[src/rtl/regstore_pkg.sv]
// Shared widths, register indices and flag word layout for the register store.
// Assumes a 16-bit datapath and a 15-bit flag word stored below bit 15.
package regstore_pkg;
    localparam int unsigned WORD_W     = 16;
    localparam int unsigned NUM_PRIM   = 8;
    localparam int unsigned NUM_SHADOW = 4;
    localparam int unsigned BANK_LO    = 1;
    localparam int unsigned SEG_W      = 6;
    localparam int unsigned PCHI_W     = 6;
    localparam int unsigned IDX_W      = $clog2(NUM_PRIM);
    localparam int unsigned PC_IDX     = NUM_PRIM - 1;
    localparam int unsigned SR_IDX     = NUM_PRIM - 2;
    localparam int unsigned PAIR_LO    = 3;
    localparam int unsigned PAIR_HI    = 4;

    // Flag word fields, most significant first; bank_sel sits at bit 13
    typedef struct packed {
        logic       quot_bit;
        logic       bank_sel;
        logic       frac_mode;
        logic       fetch_shift;
        logic [3:0] shift_ext;
        logic       fast_irq_en;
        logic       irq_en;
        logic       nest_en;
        logic [3:0] level;
    } flags_t;

    localparam int unsigned FLAGS_W = $bits(flags_t);

    localparam flags_t FLAGS_RST = '{
        quot_bit: 1'b0, bank_sel: 1'b0, frac_mode: 1'b0, fetch_shift: 1'b1,
        shift_ext: 4'd0, fast_irq_en: 1'b0, irq_en: 1'b0, nest_en: 1'b0,
        level: 4'd8
    };
endpackage

[src/rtl/vec_fetch.sv]
// Start-address fetch sequencer.
// After reset it raises a read request at a fixed address and holds it until
// valid data returns. It then pulses a load strobe and leaves the busy state for good.
// Assumes the memory side answers with vec_valid while the request is up.
module vec_fetch #(
    parameter int unsigned          AW       = 16,
    parameter int unsigned          DW       = 16,
    parameter logic [AW-1:0]        VEC_ADDR = 16'hFFF7
) (
    input  logic          clk,
    input  logic          rst_n,
    input  logic          vec_valid,
    input  logic [DW-1:0] vec_data,
    output logic          vec_req,
    output logic [AW-1:0] vec_addr,
    output logic          busy,
    output logic          load_o,
    output logic [DW-1:0] load_val_o
);
    typedef enum logic {FETCHING = 1'b0, RUNNING = 1'b1} fstate_t;

    fstate_t state_q;

    // Advance from fetching to running once the vector word arrives
    always_ff @(posedge clk) begin
        if (!rst_n) begin
            state_q <= FETCHING;
        end else if (state_q == FETCHING && vec_valid) begin
            state_q <= RUNNING;
        end
    end

    // Request, busy and load strobe decoded from the state
    always_comb begin
        busy       = (state_q == FETCHING);
        vec_req    = busy;
        vec_addr   = VEC_ADDR;
        load_o     = busy && vec_valid;
        load_val_o = vec_data;
    end

    assert_busy_hold_R2: assert property (@(posedge clk) disable iff (!rst_n)
        (busy && !vec_valid) |=> busy);
    assert_busy_drop_R2: assert property (@(posedge clk) disable iff (!rst_n)
        (busy && vec_valid) |=> !busy);
    assert_run_sticky_R2: assert property (@(posedge clk) disable iff (!rst_n)
        !busy |=> !busy);
endmodule

[src/rtl/flag_reg.sv]
// Flag word register.
// It stores the 15 flag bits on a write and returns them with bit 15 as zero.
// It flags a bank exchange when a write changes the bank-select bit.
// Assumes the write enable is already gated by the caller.
module flag_reg
    import regstore_pkg::*;
#(
    parameter int unsigned FW = FLAGS_W
) (
    input  logic          clk,
    input  logic          rst_n,
    input  logic          we,
    input  logic [FW-1:0] wdata,
    output logic [FW:0]   rdata,
    output logic          swap_o
);
    flags_t flags_q;
    flags_t flags_nxt;

    // Decode incoming word and detect a bank-select change
    always_comb begin
        flags_nxt = flags_t'(wdata);
        swap_o    = we && (flags_nxt.bank_sel != flags_q.bank_sel);
        rdata     = {1'b0, flags_q};
    end

    // Flag storage with reset defaults
    always_ff @(posedge clk) begin
        if (!rst_n) begin
            flags_q <= FLAGS_RST;
        end else if (we) begin
            flags_q <= flags_nxt;
        end
    end

    assert_fr_store_R6: assert property (@(posedge clk) disable iff (!rst_n)
        we |=> (rdata == {1'b0, $past(wdata)}));
    assert_swap_toggles_R7: assert property (@(posedge clk) disable iff (!rst_n)
        swap_o |=> (flags_q.bank_sel != $past(flags_q.bank_sel)));
    assert_fr_hold_R8: assert property (@(posedge clk) disable iff (!rst_n)
        !we |=> $stable(flags_q));
endmodule

[src/rtl/gpr_bank.sv]
// Primary register array with a shadow bank.
// It gives two combinational read ports and one write port. A swap strobe
// exchanges the banked range with the shadow registers, and the exchange
// overrides writes aimed at that range. A load strobe sets the program counter.
// Assumes load and write never coincide (the caller gates writes while loading).
module gpr_bank
    import regstore_pkg::*;
#(
    parameter int unsigned DW    = WORD_W,
    parameter int unsigned NPRIM = NUM_PRIM,
    parameter int unsigned NSHAD = NUM_SHADOW,
    parameter int unsigned BLO   = BANK_LO
) (
    input  logic                       clk,
    input  logic                       rst_n,
    input  logic [$clog2(NPRIM)-1:0]   rd_a_idx,
    input  logic [$clog2(NPRIM)-1:0]   rd_b_idx,
    output logic [DW-1:0]              rd_a_data,
    output logic [DW-1:0]              rd_b_data,
    input  logic                       we,
    input  logic [$clog2(NPRIM)-1:0]   widx,
    input  logic [DW-1:0]              wdata,
    input  logic                       swap_i,
    input  logic                       load_i,
    input  logic [DW-1:0]              load_val_i,
    output logic [NPRIM-1:0][DW-1:0]   regs_o
);
    localparam int unsigned IW    = $clog2(NPRIM);
    localparam int unsigned LAST  = NPRIM - 1;
    localparam int unsigned BHI   = BLO + NSHAD;

    logic [NPRIM-1:0][DW-1:0] prim_q;
    logic [NPRIM-1:0][DW-1:0] prim_nxt;
    logic [NSHAD-1:0][DW-1:0] shad_q;
    logic [NSHAD-1:0][DW-1:0] shad_nxt;
    logic [NPRIM-1:0]         wr_hit;

    // Next value per primary register: load, then exchange, then write
    for (genvar gi = 0; gi < NPRIM; gi++) begin : g_prim
        assign wr_hit[gi] = we && (widx == IW'(gi));
        if (gi == LAST) begin : g_pc
            assign prim_nxt[gi] = load_i     ? load_val_i :
                                  wr_hit[gi] ? wdata      : prim_q[gi];
        end else if (gi >= BLO && gi < BHI) begin : g_banked
            assign prim_nxt[gi] = swap_i     ? shad_q[gi-BLO] :
                                  wr_hit[gi] ? wdata          : prim_q[gi];
        end else begin : g_plain
            assign prim_nxt[gi] = wr_hit[gi] ? wdata : prim_q[gi];
        end
    end

    // Next value per shadow register: take the banked primary on exchange
    for (genvar gj = 0; gj < NSHAD; gj++) begin : g_shad
        assign shad_nxt[gj] = swap_i ? prim_q[gj+BLO] : shad_q[gj];
    end

    // Register storage with synchronous clear
    always_ff @(posedge clk) begin
        if (!rst_n) begin
            prim_q <= '0;
            shad_q <= '0;
        end else begin
            prim_q <= prim_nxt;
            shad_q <= shad_nxt;
        end
    end

    // Combinational read ports and full state view
    always_comb begin
        rd_a_data = prim_q[rd_a_idx];
        rd_b_data = prim_q[rd_b_idx];
        regs_o    = prim_q;
    end

    assert_swap_exchange_R7: assert property (@(posedge clk) disable iff (!rst_n)
        swap_i |=> (prim_q[BLO] == $past(shad_q[0]) && shad_q[0] == $past(prim_q[BLO])));
    assert_shadow_hold_R8: assert property (@(posedge clk) disable iff (!rst_n)
        !swap_i |=> $stable(shad_q));
    assert_swap_beats_write_R9: assert property (@(posedge clk) disable iff (!rst_n)
        (swap_i && we && widx == IW'(BLO)) |=> (prim_q[BLO] == $past(shad_q[0])));
    assert_write_lands_R4: assert property (@(posedge clk) disable iff (!rst_n)
        (we && !swap_i && !load_i) |=> (prim_q[$past(widx)] == $past(wdata)));
    assert_vec_load_R2: assert property (@(posedge clk) disable iff (!rst_n)
        load_i |=> (prim_q[LAST] == $past(load_val_i)));
endmodule

[src/rtl/arch_regstore.sv]
// Architectural register store top.
// It ties together the start-address fetch, the flag word and the banked register array.
// It gates both write inputs while the fetch is pending and derives the pair,
// data-segment and extended program counter views.
// Assumes a single clock and a synchronous active-low reset.
module arch_regstore
    import regstore_pkg::*;
(
    input  logic                      clk,
    input  logic                      rst_n,
    input  logic [IDX_W-1:0]          rd_a_idx,
    output logic [WORD_W-1:0]         rd_a_data,
    input  logic [IDX_W-1:0]          rd_b_idx,
    output logic [WORD_W-1:0]         rd_b_data,
    input  logic                      wr_en,
    input  logic [IDX_W-1:0]          wr_idx,
    input  logic [WORD_W-1:0]         wr_data,
    input  logic                      fr_wr_en,
    input  logic [WORD_W-1:0]         fr_wr_data,
    output logic [WORD_W-1:0]         fr_rd_data,
    output logic [2*WORD_W-1:0]       pair_data,
    output logic [SEG_W-1:0]          data_seg,
    output logic [PCHI_W+WORD_W-1:0]  pc_full,
    output logic                      vec_req,
    output logic [WORD_W-1:0]         vec_addr,
    input  logic                      vec_valid,
    input  logic [WORD_W-1:0]         vec_data,
    output logic                      busy
);
    logic                           wr_en_g;
    logic                           fr_we_g;
    logic                           swap;
    logic                           vec_load;
    logic [WORD_W-1:0]              vec_load_val;
    logic [NUM_PRIM-1:0][WORD_W-1:0] regs;
    logic [FLAGS_W:0]               fr_word;
    logic                           fr_msb_unused;

    // Block all writes until the start address is in place
    always_comb begin
        wr_en_g       = wr_en && !busy;
        fr_we_g       = fr_wr_en && !busy;
        fr_msb_unused = fr_wr_data[WORD_W-1];
    end

    vec_fetch #(.AW(WORD_W), .DW(WORD_W), .VEC_ADDR(16'hFFF7)) i_vec_fetch (
        .clk        (clk),
        .rst_n      (rst_n),
        .vec_valid  (vec_valid),
        .vec_data   (vec_data),
        .vec_req    (vec_req),
        .vec_addr   (vec_addr),
        .busy       (busy),
        .load_o     (vec_load),
        .load_val_o (vec_load_val)
    );

    flag_reg #(.FW(FLAGS_W)) i_flag_reg (
        .clk    (clk),
        .rst_n  (rst_n),
        .we     (fr_we_g),
        .wdata  (fr_wr_data[FLAGS_W-1:0]),
        .rdata  (fr_word),
        .swap_o (swap)
    );

    gpr_bank #(.DW(WORD_W), .NPRIM(NUM_PRIM), .NSHAD(NUM_SHADOW), .BLO(BANK_LO)) i_gpr_bank (
        .clk        (clk),
        .rst_n      (rst_n),
        .rd_a_idx   (rd_a_idx),
        .rd_b_idx   (rd_b_idx),
        .rd_a_data  (rd_a_data),
        .rd_b_data  (rd_b_data),
        .we         (wr_en_g),
        .widx       (wr_idx),
        .wdata      (wr_data),
        .swap_i     (swap),
        .load_i     (vec_load),
        .load_val_i (vec_load_val),
        .regs_o     (regs)
    );

    // Derived views of the stored state
    always_comb begin
        fr_rd_data = fr_word;
        pair_data  = {regs[PAIR_HI], regs[PAIR_LO]};
        data_seg   = regs[SR_IDX][WORD_W-1 -: SEG_W];
        pc_full    = {regs[SR_IDX][PCHI_W-1:0], regs[PC_IDX]};
    end

    assert_busy_freeze_R3: assert property (@(posedge clk) disable iff (!rst_n)
        (busy && !vec_valid) |=> ($stable(fr_rd_data) && $stable(pair_data) && $stable(data_seg)));
    assert_fr_msb_zero_R6: assert property (@(posedge clk) disable iff (!rst_n)
        fr_rd_data[WORD_W-1] == 1'b0);
endmodule

[config.mk]
export PLATFORM = sky130hd
export DESIGN_NAME = arch_regstore
export DESIGN_NICKNAME = d
export VERILOG_FILES = /design/src/rtl/regstore_pkg.sv /design/src/rtl/vec_fetch.sv /design/src/rtl/flag_reg.sv /design/src/rtl/gpr_bank.sv /design/src/rtl/arch_regstore.sv
export SDC_FILE = /design/constraint.sdc
export NUM_CORES = 1
export LEC_CHECK = 0
export BUFFER_PORTS_ARGS = -buffer_cell sky130_fd_sc_hd__buf_2
export CORE_MARGIN = 2
export CORE_UTILIZATION = 30
export CTS_CLUSTER_DIAMETER = 30
export DETAILED_ROUTE_END_ITERATION = 12
export PLACE_DENSITY = 0.57
export SLEW_MARGIN = 20
export SYNTH_ARGS = -nofsm -noshare
export SYNTH_HDL_FRONTEND = slang
export SYNTH_HIERARCHICAL = 1
export SYNTH_SLANG_ARGS = --single-unit
export TNS_END_PERCENT = 50
[constraint.sdc]
create_clock -name clk -period 2.53 [get_ports clk]
set_clock_uncertainty 0.1 [all_clocks]
set_input_delay 0.253 -clock clk [delete_from_list [all_inputs] [get_ports clk]]
set_output_delay 0.253 -clock clk [all_outputs]
set_load 0.02 [all_outputs]
Yosys cells after proc, flatten, opt, wreduce, memory -nomap -nowiden
Cells that the tools add are included.

word-level totals
  register bits = 208
  bits in latches = 0
  memory bits (writable) = 0
  ROM bits = 0
  word-level logic and storage cells = 65
  memories kept = 0

operators by class
  add/sub/neg operators = 0
  multiply operators = 0
  div/mod/pow operators = 0
  order comparisons = 2
  equality and inequality tests = 8
  shift operators = 0
  mux-type cells = 14
  bitwise logic cells = 1
  reductions and logical operators = 18

operators with widths
  operator              count
  $mux W16              12
  $bmux W16 S3          2
  $eq A3 B3 Y1 const B  4
  $logic_and A1 B1 Y1   12
  $reduce_bool A2 Y1    5
  $lt A3 B4 Y1 const B  2
  $eq A3 B2 Y1 const B  2
  $eq A3 B1 Y1 const B  1
  $logic_not A3 Y1      1
  $ne A1 B1 Y1          1
  $not A1 Y1            1

Logic depth before layout (Yosys ltp)
Gate-level depths: netlist (run 1).

  depth in word-level cells = 4
  depth in mapped cells = 10
  mapped depth without buffers = 6

Cells and area by module
The synthesis (run 1) kept the hierarchy.

modules (own cells, without submodules)
  module         times used  cells each  area each (um^2)  seq. area each (um^2)
  gpr_bank       1           944         9690.5            3843.7
  flag_reg       1           52          601.8             300.3
  vec_fetch      1           39          292.8             20.0
  arch_regstore  1           2           12.5              0.0

Least setup slack after synthesis (run 1)
Ideal clock, no wire load.

  kind = register to register
  from = register i_vec_fetch.state_q
  to = register i_gpr_bank.prim_q, in the netlist i_gpr_bank/regs_o[25]
  data arrival time = 1.908 ns
  setup slack = 0.437 ns
  cell stages (with the launch flop) = 11
  path buffers = 5
  period minus slack after synthesis = 2.093 ns
  cell sequence = dfxtp_1 -> inv_1 -> nor2b_1 -> buf_6 -> buf_12 -> and2_2 -> buf_2 -> buf_4 -> clkbuf_1 -> nor3_1 -> a211oi_1

on the way
  longest elaborated chain between the ends = 3
  elaborated cells between the ends (all ways) = 6
  classes of those cells = 1 x mux; 5 x reduce/logical

RTL lines
  element                                         RTL line             source
  start, declared                                 vec_fetch.sv:22      fstate_t state_q;
  start signal, assigned                          vec_fetch.sv:27      state_q <= FETCHING;
  start signal, assigned                          vec_fetch.sv:29      state_q <= RUNNING;
  $logic_and A1 B1 Y1 *                           arch_regstore.sv:42  fr_we_g = fr_wr_en && !busy;
  named net fr_we_g                               arch_regstore.sv:31  logic fr_we_g;
  $logic_and A1 B1 Y1 *                           flag_reg.sv:23       swap_o = we && (flags_nxt.bank_sel != flags_q.bank_sel);
  named net swap                                  arch_regstore.sv:32  logic swap;
  $mux W16 or $reduce_bool A2 Y1 (tied branches)  -
  end signal, assigned                            gpr_bank.sv:63       prim_q <= prim_nxt;
  end, declared                                   gpr_bank.sv:32       logic [NPRIM-1:0][DW-1:0] prim_q;

The timed path passes the listed nets; every way through them passes the cells marked *.
A chain may end at the register's enable or synchronous reset.

Final worst setup path (run 1)
  from = register i_gpr_bank.prim_q, in the netlist i_gpr_bank/regs_o[57]
  to = output port rd_a_data[9]

on the way
  longest elaborated chain between the ends = 2

RTL lines
  element                         RTL line             source
  $bmux W16 S3                    gpr_bank.sv:70       rd_a_data = prim_q[rd_a_idx];
  $mux W16 (not written as such)  gpr_bank.sv:70
  end, declared                   arch_regstore.sv:12  output logic [WORD_W-1:0] rd_a_data,

No other way between the ends. The select of a mux whose other input is x is not followed.

==> results by group, run 1 <==
Die
  • Core area: roughly 35,000 sq um
  • Row cnt: 68
  • Top-level I/O count: between 150 and 200
  • Die W: 192.0 um
  • Die ar.: roughly 37,000 sq um
  • Die height: 192.0 um
  • Starting Density: 0.3060

GRT
  • Total grt overflow: 0
  • First-pass GRT wire length: 49,490 um
  • Antenna violations before repair: 1
  • Pin count of the biggest net entering global routing: between 60 and 70
  • Overall fraction of global-route tracks in use: 0.1741
  • Via count of the first global-routing pass: 8,457

Clocking
  • Number of buffers added to fix hold violations after cts: 48
  • TritonCTS clock tree: yes
  • Clock transition at the register clock pins on the worst setup and hold paths after CTS: about 0.050 ns
  • Root buffer cell: sky130_fd_sc_hd__clkbuf_16
  • Cts bufs inserted: 47
  • Post-CTS setup buffer count: 0
  • Number of H-tree branching levels: 2
  • CTS sink cnt: approximately 210
  • Clk Latency, worst-skew pair: approximately 0.55 ns
  • Clock Path Buffers: 3
  • PostCTS Resize Cnt: 0

Worst setup path
  • Worst Setup End Kind: primary output
  • Sum of buffers and inverters on the critical path: 1
  • Chain of cells forming the critical path: mux4_1, mux2_2, buf_2
  • CP Data Arrival Time: around 1.9 ns
  • Capturing point of the worst reg2reg path: i_gpr_bank/regs_o[37]
  • Worst Path Max Fanout: 5
  • Critical path class: flip-flop to primary output
  • Worst Setup Start Kind: flip-flop
  • Largest delay share family, worst path: multiplexers
  • Internal reg-to-reg setup slack: roughly 0.42 ns
  • Reg2Reg Launch Point: i_vec_fetch/state_q
  • Largest stage delay on the critical path: 0.54 ns
  • Required time worst endpoint: about 2.2 ns
  • Slowest library cell on the worst path: sky130_fd_sc_hd__mux4_1
  • Cells on worst reg2reg path: 7

Drt
  • Violation count after the first detailed-routing iteration: 470
  • Total iterations of the first detailed-routing run: 4
  • Number of nets still failing antenna checks after routing: 0
  • Via Count: around 8.7k
  • Detailed Route WL: 32,240 um
  • Number of vias per cell after detailed routing: between 5 and 6
  • Residual DRC count: 0
  • Average detailed-routed wire length per instance: 18.88 um

Pwr
  • Power density over the cells: ~800 nW/um^2
  • Internal power: a little over 8 mW
  • Clock network fraction of total power: 0.579
  • Combinational power share: 0.099
  • Reg power frac: 0.322
  • Net Sw Power: ~2.7 mW
  • Reported leakage power: 5.393 nW
  • Proportion of total power due to net switching: 0.2505
  • Maximum ir drop on the vdd rail: between 0.5 and 0.6 mV

STA
  • Peak Freq: approximately 440 MHz
  • Number of hold violations in the final report: 0
  • Final critical-path required period: 2.276 ns
  • Actual transition at the worst max-transition pin: just over 0.8 ns
  • Sum of negative setup slack: 0 ns
  • Unrepaired setup endpoints after global routing: no
  • # setup viols final: 0
  • Total count of max-transition violations in the final report: 0
  • Slew margin rel.: 0.4561
  • Final worst path period share: 0.8997

Hold path
  • Worst Hold Depth: 3
  • Kind of path behind the tightest hold check: input port to flip-flop
  • Sink of the worst hold path: i_gpr_bank/regs_o[67]
  • Startpoint of the tightest hold check path: rst_n

Finish
  • Sequential standard cell area: 4164 sq um
  • Area of the multi-input gates: 5687 sq um
  • Most common cell after layout, fill and taps aside: sky130_fd_sc_hd__dfxtp_1
  • Fin nets: around 1.3k
  • Proportion of layout cells with a drive suffix above 1: 0.2785
  • Core occupancy in the finished layout: 0.3986
  • Fill cell instance count of the final layout: between 3k and 4k
  • Leading cell types in the layout, fill and taps excluded: sky130_fd_sc_hd__dfxtp_1, sky130_fd_sc_hd__buf_2, sky130_fd_sc_hd__nand2_1
  • Area growth from synthesis to layout: 30.26%
  • Antenna diode count: 0

Place
  • Global placement routability congestion: 0.8029
  • Quantity of I/O buffers inserted on ports: 169
  • Estimated wirelength of the detail-placed design: approximately 21,000 um

Outcome
  • Status: finished, final reports clean

Synth
  • Cell variety after synth: 35
  • Fraction of synthesized cell area taken by the top area cell type: 0.3929
  • Syn_area_per_cell: about 10 sq um
  • Async SR Flop Fraction: 0
  • Number of warnings issued by yosys: 6
  • #FFs+latches synth: 208
  • Number of flops mapped to enable cells by yosys: 0
  • Dominant cell type by area after synthesis: sky130_fd_sc_hd__dfxtp_1
  • Primary FF master, synth: sky130_fd_sc_hd__dfxtp_1
  • Area of the mapped netlist: 10,600 sq um
  • Post-Synthesis Cells: approximately 1.0k
  • Leading post-synthesis cells by cell area: sky130_fd_sc_hd__dfxtp_1, sky130_fd_sc_hd__mux4_1, sky130_fd_sc_hd__mux2i_1
  • Sequential cell area fraction in the yosys report: 0.3929

Job
  • Maxcap violations: 0
[final cells by class]
class                           instances  share of cell area
Clock buffer                           56             0.09281
Sequential cell                       208              0.3016
Tap cell                              455             0.04124
Timing Repair Buffer                  251              0.1238
Clock inverter                         30             0.02773
Multi-Input combinational cell        705              0.4119
Inverter                                3           0.0008157
[power by group through the flow]
stage / registers [mW] / clock network, mW / logic [mW]
2_1_floorplan: 3.61 / 0 / 0.669
3_5_place_dp: 3.59 / 0 / 1.02
6_report: 3.53 / 6.34 / 1.08
5_1_grt: 3.54 / 6.62 / 1.16
4_1_cts: 3.52 / 6.42 / 1.08
3_3_place_gp: 3.58 / 0 / 1.00
[flip-flops by register name (all words and copies together) (netlist names)]
| register | cells |
|---|---|
| i_gpr_bank/regs_o | 128 |
| i_gpr_bank/shad_q | 64 |
| i_flag_reg/rdata | 15 |
| i_vec_fetch/state_q | 1 |
[logic make-up (layout without fill, tap and decap cells)]
logic type	after synthesis	in the layout	synth area share
muxes	175	175	0.2584
other	3	17	0.001062
and+or+nand+nor	303	303	0.1423
buffers and inverters	138	340	0.07721
AOI/OAI and AO/OA	209	209	0.1273
DFF	208	208	0.3929
xor gates and xnor gates	1	1	0.0008266
[stage by stage]
stage               power [mW]  worst slack (ns)  hold WS (ns)  std cells  cell area, sq um
CTS                      11.02            0.2328       0.08270       1708             13800
global route             11.32            0.2045        0.1284       1708             13800
finish                   10.94            0.2536        0.1101       1708             13800
detailed placement       4.603            0.3842        0.3551       1574             11660
global placement         4.584            0.4014        0.3481       1574             11660
floorplan                4.276            0.4367        0.2632       1051             10650
[per-layer routing]
layer  vias to the layer above  wire length (um)  track usage
met1                      4211             14410       0.2330
met3                        37              2425      0.04678
met2                       301             14910       0.2773
li1                       4106                 -            -
met5                         -                11            0
met4                         2               487      0.04467
[cell usage after synthesis (10+ instances only)]
cell	n
sky130_fd_sc_hd__a211oi_1	64
sky130_fd_sc_hd__a21boi_0	37
sky130_fd_sc_hd__a21boi_1	11
sky130_fd_sc_hd__a31oi_1	16
sky130_fd_sc_hd__buf_2	29
sky130_fd_sc_hd__buf_4	45
sky130_fd_sc_hd__buf_6	10
sky130_fd_sc_hd__clkbuf_1	45
sky130_fd_sc_hd__dfxtp_1	208
sky130_fd_sc_hd__mux2_2	32
sky130_fd_sc_hd__mux2i_1	79
sky130_fd_sc_hd__mux4_1	39
sky130_fd_sc_hd__mux4_2	25
sky130_fd_sc_hd__nand2_1	130
sky130_fd_sc_hd__nor2_1	16
sky130_fd_sc_hd__nor2b_1	80
sky130_fd_sc_hd__nor3_1	64
sky130_fd_sc_hd__o21ai_0	80
[worst register-to-register path, delay by kind of cell (launching register included)]
kind,cells,cell delay [ns]
and+or+nand+nor,3,0.64
buffers and inverters,3,0.72
AOI/OAI and AO/OA,1,0.20
DFF,1,0.34
[how the worst max path moves through the flow]
stage	start	to	slack, ns	depth (start not counted)
2_1_floorplan	i_vec_fetch/state_q	i_gpr_bank/regs_o[25]	0.44	10
3_3_place_gp	rd_b_idx[1]	rd_b_data[3]	0.40	5
3_5_place_dp	rd_b_idx[1]	rd_b_data[3]	0.38	5
4_1_cts	i_gpr_bank/regs_o[57]	rd_a_data[9]	0.23	3
5_1_grt	i_gpr_bank/regs_o[51]	rd_b_data[3]	0.20	3
6_report	i_gpr_bank/regs_o[57]	rd_a_data[9]	0.25	3
No activity file was read; power rests on OpenSTA's default activity.
==> run 2: changes to the inputs <==
--- a/config.mk
+++ b/config.mk
@@ -10,7 +10,7 @@
 export CORE_UTILIZATION = 30
 export CTS_CLUSTER_DIAMETER = 30
 export DETAILED_ROUTE_END_ITERATION = 12
-export PLACE_DENSITY = 0.57
+export PLACE_DENSITY = 0.48
 export SLEW_MARGIN = 20
 export SYNTH_ARGS = -nofsm -noshare
 export SYNTH_HDL_FRONTEND = slang
==> run 2 against run 1 <==
  * Highest routed layer is now met4
  * Largest power group unchanged
  * Via count is 0.73% lower
  * Critical path type unchanged
  * Non-clock buffer count down 2
  * Sequential cell count unchanged
  * Critical path depth did not move
  * Combinational power barely moved
  * Setup slack worse by 0.035 ns
  * Power increased by 4.6%
  * Global-route usage increased by 0.48 points
==> results by group, run 2 (synthesized netlist as in run 1, its figures left out) <==
Clocking
  • Cts bufs inserted: 49 (was 47)
  • Clock transition at the register clock pins on the worst setup and hold paths after CTS: 0.05 ns (about the same)
  • Clk Latency, worst-skew pair: 0.54 ns (was 0.55 ns)
  • Number of H-tree branching levels: 2 (unchanged)
  • Post-CTS setup buffer count: 0 (unchanged)
  • CTS sink cnt: 208 (unchanged)
  • Root buffer cell: sky130_fd_sc_hd__clkbuf_16 (unchanged)
  • Clock Path Buffers: 3 (unchanged)
  • TritonCTS clock tree: yes (unchanged)

Drt
  • Residual DRC count: 0 (unchanged)
  • Violation count after the first detailed-routing iteration: 475 (was 470)
  • Total iterations of the first detailed-routing run: 5 (was 4)
  • Number of nets still failing antenna checks after routing: 0 (unchanged)
  • Via Count: 8,594 (was 8,657)
  • Average detailed-routed wire length per instance: 19.47 um (was 18.88 um)
  • Detailed Route WL: 33,260 um (was 32,240 um)
  • Number of vias per cell after detailed routing: 5.032 (was 5.069)

Die
  • Die W: 192.0 um (unchanged)
  • Die ar.: 36,840 sq um (unchanged)
  • Die height: 192.0 um (unchanged)
  • Starting Density: 0.3060 (unchanged)
  • Core area: 34,630 sq um (unchanged)
  • Top-level I/O count: 188 (unchanged)
  • Row cnt: 68 (unchanged)

Worst setup path
  • Largest delay share family, worst path: multiplexers (unchanged)
  • Worst Setup Start Kind: flip-flop (unchanged)
  • Required time worst endpoint: 2.18 ns (about the same)
  • Sum of buffers and inverters on the critical path: 1 (unchanged)
  • Worst Path Max Fanout: 5 (unchanged)
  • CP Data Arrival Time: 1.96 ns (was 1.92 ns)
  • Reg2Reg Launch Point: i_vec_fetch/state_q (unchanged)
  • Largest stage delay on the critical path: 0.56 ns (was 0.54 ns)
  • Worst Setup End Kind: primary output (unchanged)
  • Critical path class: flip-flop to primary output (unchanged)
  • Chain of cells forming the critical path: mux4_1, mux2_2, buf_2 (unchanged)
  • Source of the critical timing path: i_gpr_bank/regs_o[57] (unchanged)
  • Slowest library cell on the worst path: sky130_fd_sc_hd__mux4_1 (unchanged)

GRT
  • Total grt overflow: 0 (unchanged)
  • Overall fraction of global-route tracks in use: 0.1788 (was 0.1741)
  • Via count of the first global-routing pass: 8,472 (was 8,457)
  • Pin count of the biggest net entering global routing: 81 (was 67)
  • Antenna violations before repair: 0 (was 1)
  • First-pass GRT wire length: 50,530 um (was 49,490 um)

STA
  • Total count of max-transition violations in the final report: 0 (unchanged)
  • Sum of negative setup slack: 0 ns (unchanged)
  • Number of hold violations in the final report: 0 (unchanged)
  • # setup viols final: 0 (unchanged)
  • Final worst path period share: 0.9136 (was 0.8997)
  • Unrepaired setup endpoints after global routing: no (unchanged)
  • Slew margin rel.: 0.4468 (was 0.4561)
  • Final critical-path required period: 2.311 ns (was 2.276 ns)
  • Peak Freq: 432.7 MHz (was 439.3 MHz)
  • Actual transition at the worst max-transition pin: 0.8289 ns (was 0.8149 ns)

Finish
  • Fin nets: 1,278 (unchanged)
  • Leading cell types in the layout, fill and taps excluded: sky130_fd_sc_hd__dfxtp_1, sky130_fd_sc_hd__buf_2, sky130_fd_sc_hd__nand2_1 (unchanged)
  • Fill cell instance count of the final layout: 3,366 (was 3,348)
  • Flip-flop count of the largest register, all copies and words added: 128 (unchanged)
  • Antenna diode count: 0 (unchanged)
  • Most common cell after layout, fill and taps aside: sky130_fd_sc_hd__dfxtp_1 (unchanged)
  • Proportion of layout cells with a drive suffix above 1: 0.2737 (was 0.2785)
  • Area growth from synthesis to layout: 31.32% (was 30.26%)

Place
  • Quantity of I/O buffers inserted on ports: 169 (unchanged)
  • Global placement routability congestion: 0.7696 (was 0.8029)
  • Estimated wirelength of the detail-placed design: 21,480 um (was 21,090 um)

Pwr
  • Overall power consumption: 11.45 mW (was 10.94 mW)
  • Maximum ir drop on the vdd rail: 0.5401 mV (was 0.5097 mV)
  • Reported leakage power: 5.465 nW (was 5.393 nW)
  • Power density over the cells: 822.9 nW/um^2 (was 792.8 nW/um^2)

Outcome
  • Status: finished, final reports clean (unchanged)

Hold path
  • Kind of path behind the tightest hold check: input port to flip-flop (unchanged)
  • Startpoint of the tightest hold check path: vec_data[14] (was rst_n)

Job
  • Maxcap violations: 0 (unchanged)
run 2: cell types whose count changed in the layout (fill, tap and decap cells not counted), moves of 3 or more:
cell                            before  now
sky130_fd_sc_hd__clkbuf_8            5    8
sky130_fd_sc_hd__clkinv_4            6    2
sky130_fd_sc_hd__dlygate4sd3_1      48   51
sky130_fd_sc_hd__clkbuf_16          48   51
sky130_fd_sc_hd__bufinv_16           7   10
sky130_fd_sc_hd__buf_4              25   21
sky130_fd_sc_hd__clkbuf_1            3    6
sky130_fd_sc_hd__clkinvlp_4          8    3
run 2: path summary, 6_finish.rpt:
kind | to | slack (ns) | cells past startpoint
setup / recovery | rd_b_data[9] | 0.22 | 3
hold / removal | i_gpr_bank/regs_o[126] | 0.04 | 3
setup reg to reg | i_gpr_bank/regs_o[119] | 0.36 | 6
hold reg to reg | i_gpr_bank/regs_o[10] | 0.36 | 2
run 2: cell type report:
cell class / instances / area [sq um] / area share
multi-input combinational: 705 / 5687 / 0.4086
inverter: 3 / 11.26 / 0.0008091
clock buffer: 65 / 1409 / 0.1012
sequential: 208 / 4164 / 0.2992
clock inverter: 23 / 387.9 / 0.02787
timing repair buffer: 249 / 1689 / 0.1214
tap: 455 / 569.3 / 0.04091
run 2: timing repair:
action	in CTS	in global routing
hold endpoints to repair	90	0
hold buffers	51	0
gates resized for setup	0	0
run 2: per-stage QoR:
| stage | utilization | cells | hold slack, ns | setup WS [ns] | cell area (sq um) |
|---|---|---|---|---|---|
| 6_report | 0.4019 | 1708 | 0.04366 | 0.2187 | 13920 |
| 3_3_place_gp | 0.3353 | 1569 | 0.3496 | 0.4719 | 11610 |
| 3_5_place_dp | 0.3353 | 1569 | 0.3561 | 0.4320 | 11610 |
| 2_1_floorplan | - | 1051 | 0.2632 | 0.4367 | 10650 |
| 5_1_grt | 0.4019 | 1708 | 0.05105 | 0.1211 | 13920 |
| 4_1_cts | 0.4019 | 1708 | 0.04178 | 0.1943 | 13920 |
run 2: power breakdown:
| group | switching [mW] | internal (mW) | leakage [nW] |
|---|---|---|---|
| combinational | 0.600 | 0.482 | 2.90 |
| clock | 1.96 | 4.88 | 0.876 |
| sequential | 0.128 | 3.40 | 1.69 |
| total | 2.69 | 8.76 | 5.47 |
run 2: tightest hold or removal path, cell delays in order:
cell and delay [ns]:
sky130_fd_sc_hd__buf_2 0.08, sky130_fd_sc_hd__o21ai_0 0.14, sky130_fd_sc_hd__a31oi_1 0.17
run 2: layer usage:
layer	vias to the layer above	routed length, um	track usage
met4	0	701	0.05148
met3	55	2323	0.04477
li1	4113	-	-
met1	4141	15260	0.2415
met2	285	14980	0.2820
met5	-	0	0
==> run 3: changes to the inputs <==
--- a/config.mk
+++ b/config.mk
@@ -11,6 +11,8 @@
 export CTS_CLUSTER_DIAMETER = 30
 export DETAILED_ROUTE_END_ITERATION = 12
 export PLACE_DENSITY = 0.48
+export RECOVER_POWER = 25
+export SETUP_SLACK_MARGIN = 0.15
 export SLEW_MARGIN = 20
 export SYNTH_ARGS = -nofsm -noshare
 export SYNTH_HDL_FRONTEND = slang
==> run 3 against run 2 <==
  * Register-to-register slack got worse by 0.08 ns
  * Via count increased by 0.20%
  * Setup slack got worse by 0.0035 ns
  * Global-route usage unchanged
  * Critical path type unchanged
==> results by group, run 3 (synthesized netlist as in run 1, its figures left out) <==
Finish
  • Area growth from synthesis to layout: 30.78% (was 31.32%)
  • Leading cell types in the layout, fill and taps excluded: sky130_fd_sc_hd__dfxtp_1, sky130_fd_sc_hd__nand2_1, sky130_fd_sc_hd__buf_2 (was sky130_fd_sc_hd__dfxtp_1, sky130_fd_sc_hd__buf_2, sky130_fd_sc_hd__nand2_1)
  • Fin nets: 1,281 (was 1,278)
  • Number of non-filler instances in the completed layout: 1,711 (was 1,708)
  • Antenna diode count: 0 (unchanged)
  • Proportion of layout cells with a drive suffix above 1: 0.2285 (was 0.2737)
  • Flip-flop count of the largest register, all copies and words added: 128 (unchanged)
  • Fill cell instance count of the final layout: 3,397 (was 3,366)
  • Most common cell after layout, fill and taps aside: sky130_fd_sc_hd__dfxtp_1 (unchanged)
  • Post-Layout Inst Area: 13,860 sq um (was 13,920 sq um)

Clocking
  • Cts bufs inserted: 49 (unchanged)
  • Clock transition at the register clock pins on the worst setup and hold paths after CTS: 0.05 ns (about the same)
  • Clock Path Buffers: 3 (unchanged)
  • Clk Latency, worst-skew pair: 0.54 ns (about the same)
  • TritonCTS clock tree: yes (unchanged)
  • CTS sink cnt: 208 (unchanged)
  • Number of H-tree branching levels: 2 (unchanged)
  • Root buffer cell: sky130_fd_sc_hd__clkbuf_16 (unchanged)

GRT
  • Total grt overflow: 0 (unchanged)
  • Antenna violations before repair: 0 (unchanged)
  • Overall fraction of global-route tracks in use: 0.1788 (unchanged)
  • Via count of the first global-routing pass: 8,472 (unchanged)
  • First-pass GRT wire length: 50,530 um (unchanged)
  • M2 GR Usage: 0.2820 (unchanged)
  • Gr busiest metal: met2 (unchanged)
  • GR Util met1: 0.2415 (unchanged)
  • Pin count of the biggest net entering global routing: 81 (unchanged)
  • Met3 usage: 0.04477 (unchanged)

Job
  • Maxcap violations: 0 (unchanged)

Die
  • Row cnt: 68 (unchanged)
  • Core area: 34,630 sq um (unchanged)
  • Starting Density: 0.3060 (unchanged)
  • Die height: 192.0 um (unchanged)
  • Top-level I/O count: 188 (unchanged)
  • Die ar.: 36,840 sq um (unchanged)
  • Die W: 192.0 um (unchanged)

STA
  • Number of hold violations in the final report: 0 (unchanged)
  • Unrepaired setup endpoints after global routing: no (unchanged)
  • Slew margin rel.: 0.3141 (was 0.4468)
  • Peak Freq: 432.0 MHz (was 432.7 MHz)
  • Worst hold slack after final layout: 0.03701 ns (was 0.04366 ns)
  • Final worst path period share: 0.9149 (was 0.9136)
  • # setup viols final: 0 (unchanged)
  • Final critical-path required period: 2.315 ns (was 2.311 ns)
  • Sum of negative setup slack: 0 ns (unchanged)
  • Total count of max-transition violations in the final report: 0 (unchanged)
  • Actual transition at the worst max-transition pin: 1.029 ns (was 0.8289 ns)

Worst setup path
  • Sum of buffers and inverters on the critical path: 1 (unchanged)
  • Internal reg-to-reg setup slack: 0.28 ns (was 0.36 ns)
  • Worst Setup End Kind: primary output (unchanged)
  • Cells on worst reg2reg path: 7 (was 6)
  • Logic depth of the worst path, buffers included: 3 (unchanged)
  • Reg2Reg Launch Point: i_vec_fetch/state_q (unchanged)
  • Critical path class: flip-flop to primary output (unchanged)
  • CP Data Arrival Time: 1.96 ns (about the same)
  • Capturing point of the worst reg2reg path: i_gpr_bank/regs_o[119] (unchanged)
  • Largest delay share family, worst path: multiplexers (unchanged)
  • Worst Setup Start Kind: flip-flop (unchanged)
  • Chain of cells forming the critical path: mux4_1, mux2_2, buf_2 (unchanged)
  • Worst Path Max Fanout: 5 (unchanged)
  • Slowest library cell on the worst path: sky130_fd_sc_hd__mux4_1 (unchanged)
  • Required time worst endpoint: 2.18 ns (about the same)
  • Largest stage delay on the critical path: 0.56 ns (about the same)

Pwr
  • Power density over the cells: 826.5 nW/um^2 (was 822.9 nW/um^2)
  • Reported leakage power: 5.236 nW (was 5.465 nW)
  • Overall power consumption: 11.45 mW (about the same)
  • Maximum ir drop on the vdd rail: 0.5399 mV (was 0.5401 mV)

Drt
  • Residual DRC count: 0 (unchanged)
  • Average detailed-routed wire length per instance: 19.63 um (was 19.47 um)
  • Number of nets still failing antenna checks after routing: 0 (unchanged)
  • Violation count after the first detailed-routing iteration: 470 (was 475)
  • Total iterations of the first detailed-routing run: 5 (unchanged)
  • Detailed Route WL: 33,590 um (was 33,260 um)
  • Number of vias per cell after detailed routing: 5.033 (was 5.032)
  • Via Count: 8,611 (was 8,594)

Hold path
  • Startpoint of the tightest hold check path: vec_data[14] (unchanged)
  • Worst Hold Depth: 3 (unchanged)
  • Sink of the worst hold path: i_gpr_bank/regs_o[126] (unchanged)
  • Kind of path behind the tightest hold check: input port to flip-flop (unchanged)

Place
  • Quantity of I/O buffers inserted on ports: 169 (unchanged)
  • Cell area after placement: 11,610 sq um (unchanged)
  • Estimated wirelength of the detail-placed design: 21,480 um (unchanged)
  • Global placement routability congestion: 0.7696 (unchanged)
  • Cell Count Post-Placement: 1,569 (unchanged)

Outcome
  • Status: finished, final reports clean (unchanged)
## run 3: worst max-delay path by stage
| stage | slack [ns] | start | end |
|---|---|---|---|
| finish | 0.22 | i_gpr_bank/regs_o[57] | rd_b_data[9] |
| global placement | 0.47 | rd_a_idx[2] | rd_a_data[9] |
| floorplan | 0.44 | i_vec_fetch/state_q | i_gpr_bank/regs_o[25] |
| CTS | 0.19 | i_gpr_bank/regs_o[57] | rd_b_data[9] |
| detailed placement | 0.43 | i_vec_fetch/state_q | i_gpr_bank/regs_o[42] |
| global route | 0.16 | vec_valid | i_gpr_bank/regs_o[119] |
## run 3: worst register-to-register path, stage by stage, from the launching register on
cell and delay, ns:
sky130_fd_sc_hd__dfxtp_1 0.31, sky130_fd_sc_hd__nor2b_1 0.47, sky130_fd_sc_hd__clkinvlp_4 0.17, sky130_fd_sc_hd__buf_4 0.19, sky130_fd_sc_hd__buf_4 0.15, sky130_fd_sc_hd__o21ai_0 0.17
sky130_fd_sc_hd__a31oi_1 0.05, sky130_fd_sc_hd__dlygate4sd3_1 0.55
## run 3: power breakdown
part | internal, mW | total [mW] | leakage [nW] | switching [mW]
Clock | 4.88 | 6.85 | 0.876 | 1.97
Combinational | 0.472 | 1.08 | 2.67 | 0.606
Sequential | 3.40 | 3.53 | 1.69 | 0.128
## run 3: metrics by stage
step,setup slack (ns),util
2_1_floorplan,0.4367,-
3_3_place_gp,0.4719,0.3353
3_5_place_dp,0.4320,0.3353
4_1_cts,0.1943,0.4019
5_1_grt,0.1594,0.4002
6_report,0.2152,0.4002
## run 3: layout make-up
class	count	area, sq um	share of cell area
inverter	3	15.01	0.001083
timing repair inverter	1	5.005	0.0003611
tap	455	569.3	0.04108
clock inverter	23	387.9	0.02799
clock buffer	65	1409	0.1017
sequential	208	4164	0.3004
timing repair buffer	251	1625	0.1173
multi-input combinational	705	5684	0.4101
## run 3: per-layer routing
layer | share of wire | vias up
li1 | - | 4120
met2 | 0.45 | 302
met4 | 0.021 | 0
met3 | 0.070 | 54
met1 | 0.46 | 4135
met5 | 0 | -
## run 3: repair_timing
item / CTS / global route
endpoints found under the hold margin: 90 / 0
gates resized for setup: 0 / 1
setup buffers: 0 / 2
hold buffers: 51 / 0
setup endpoints to repair: 0 / 1
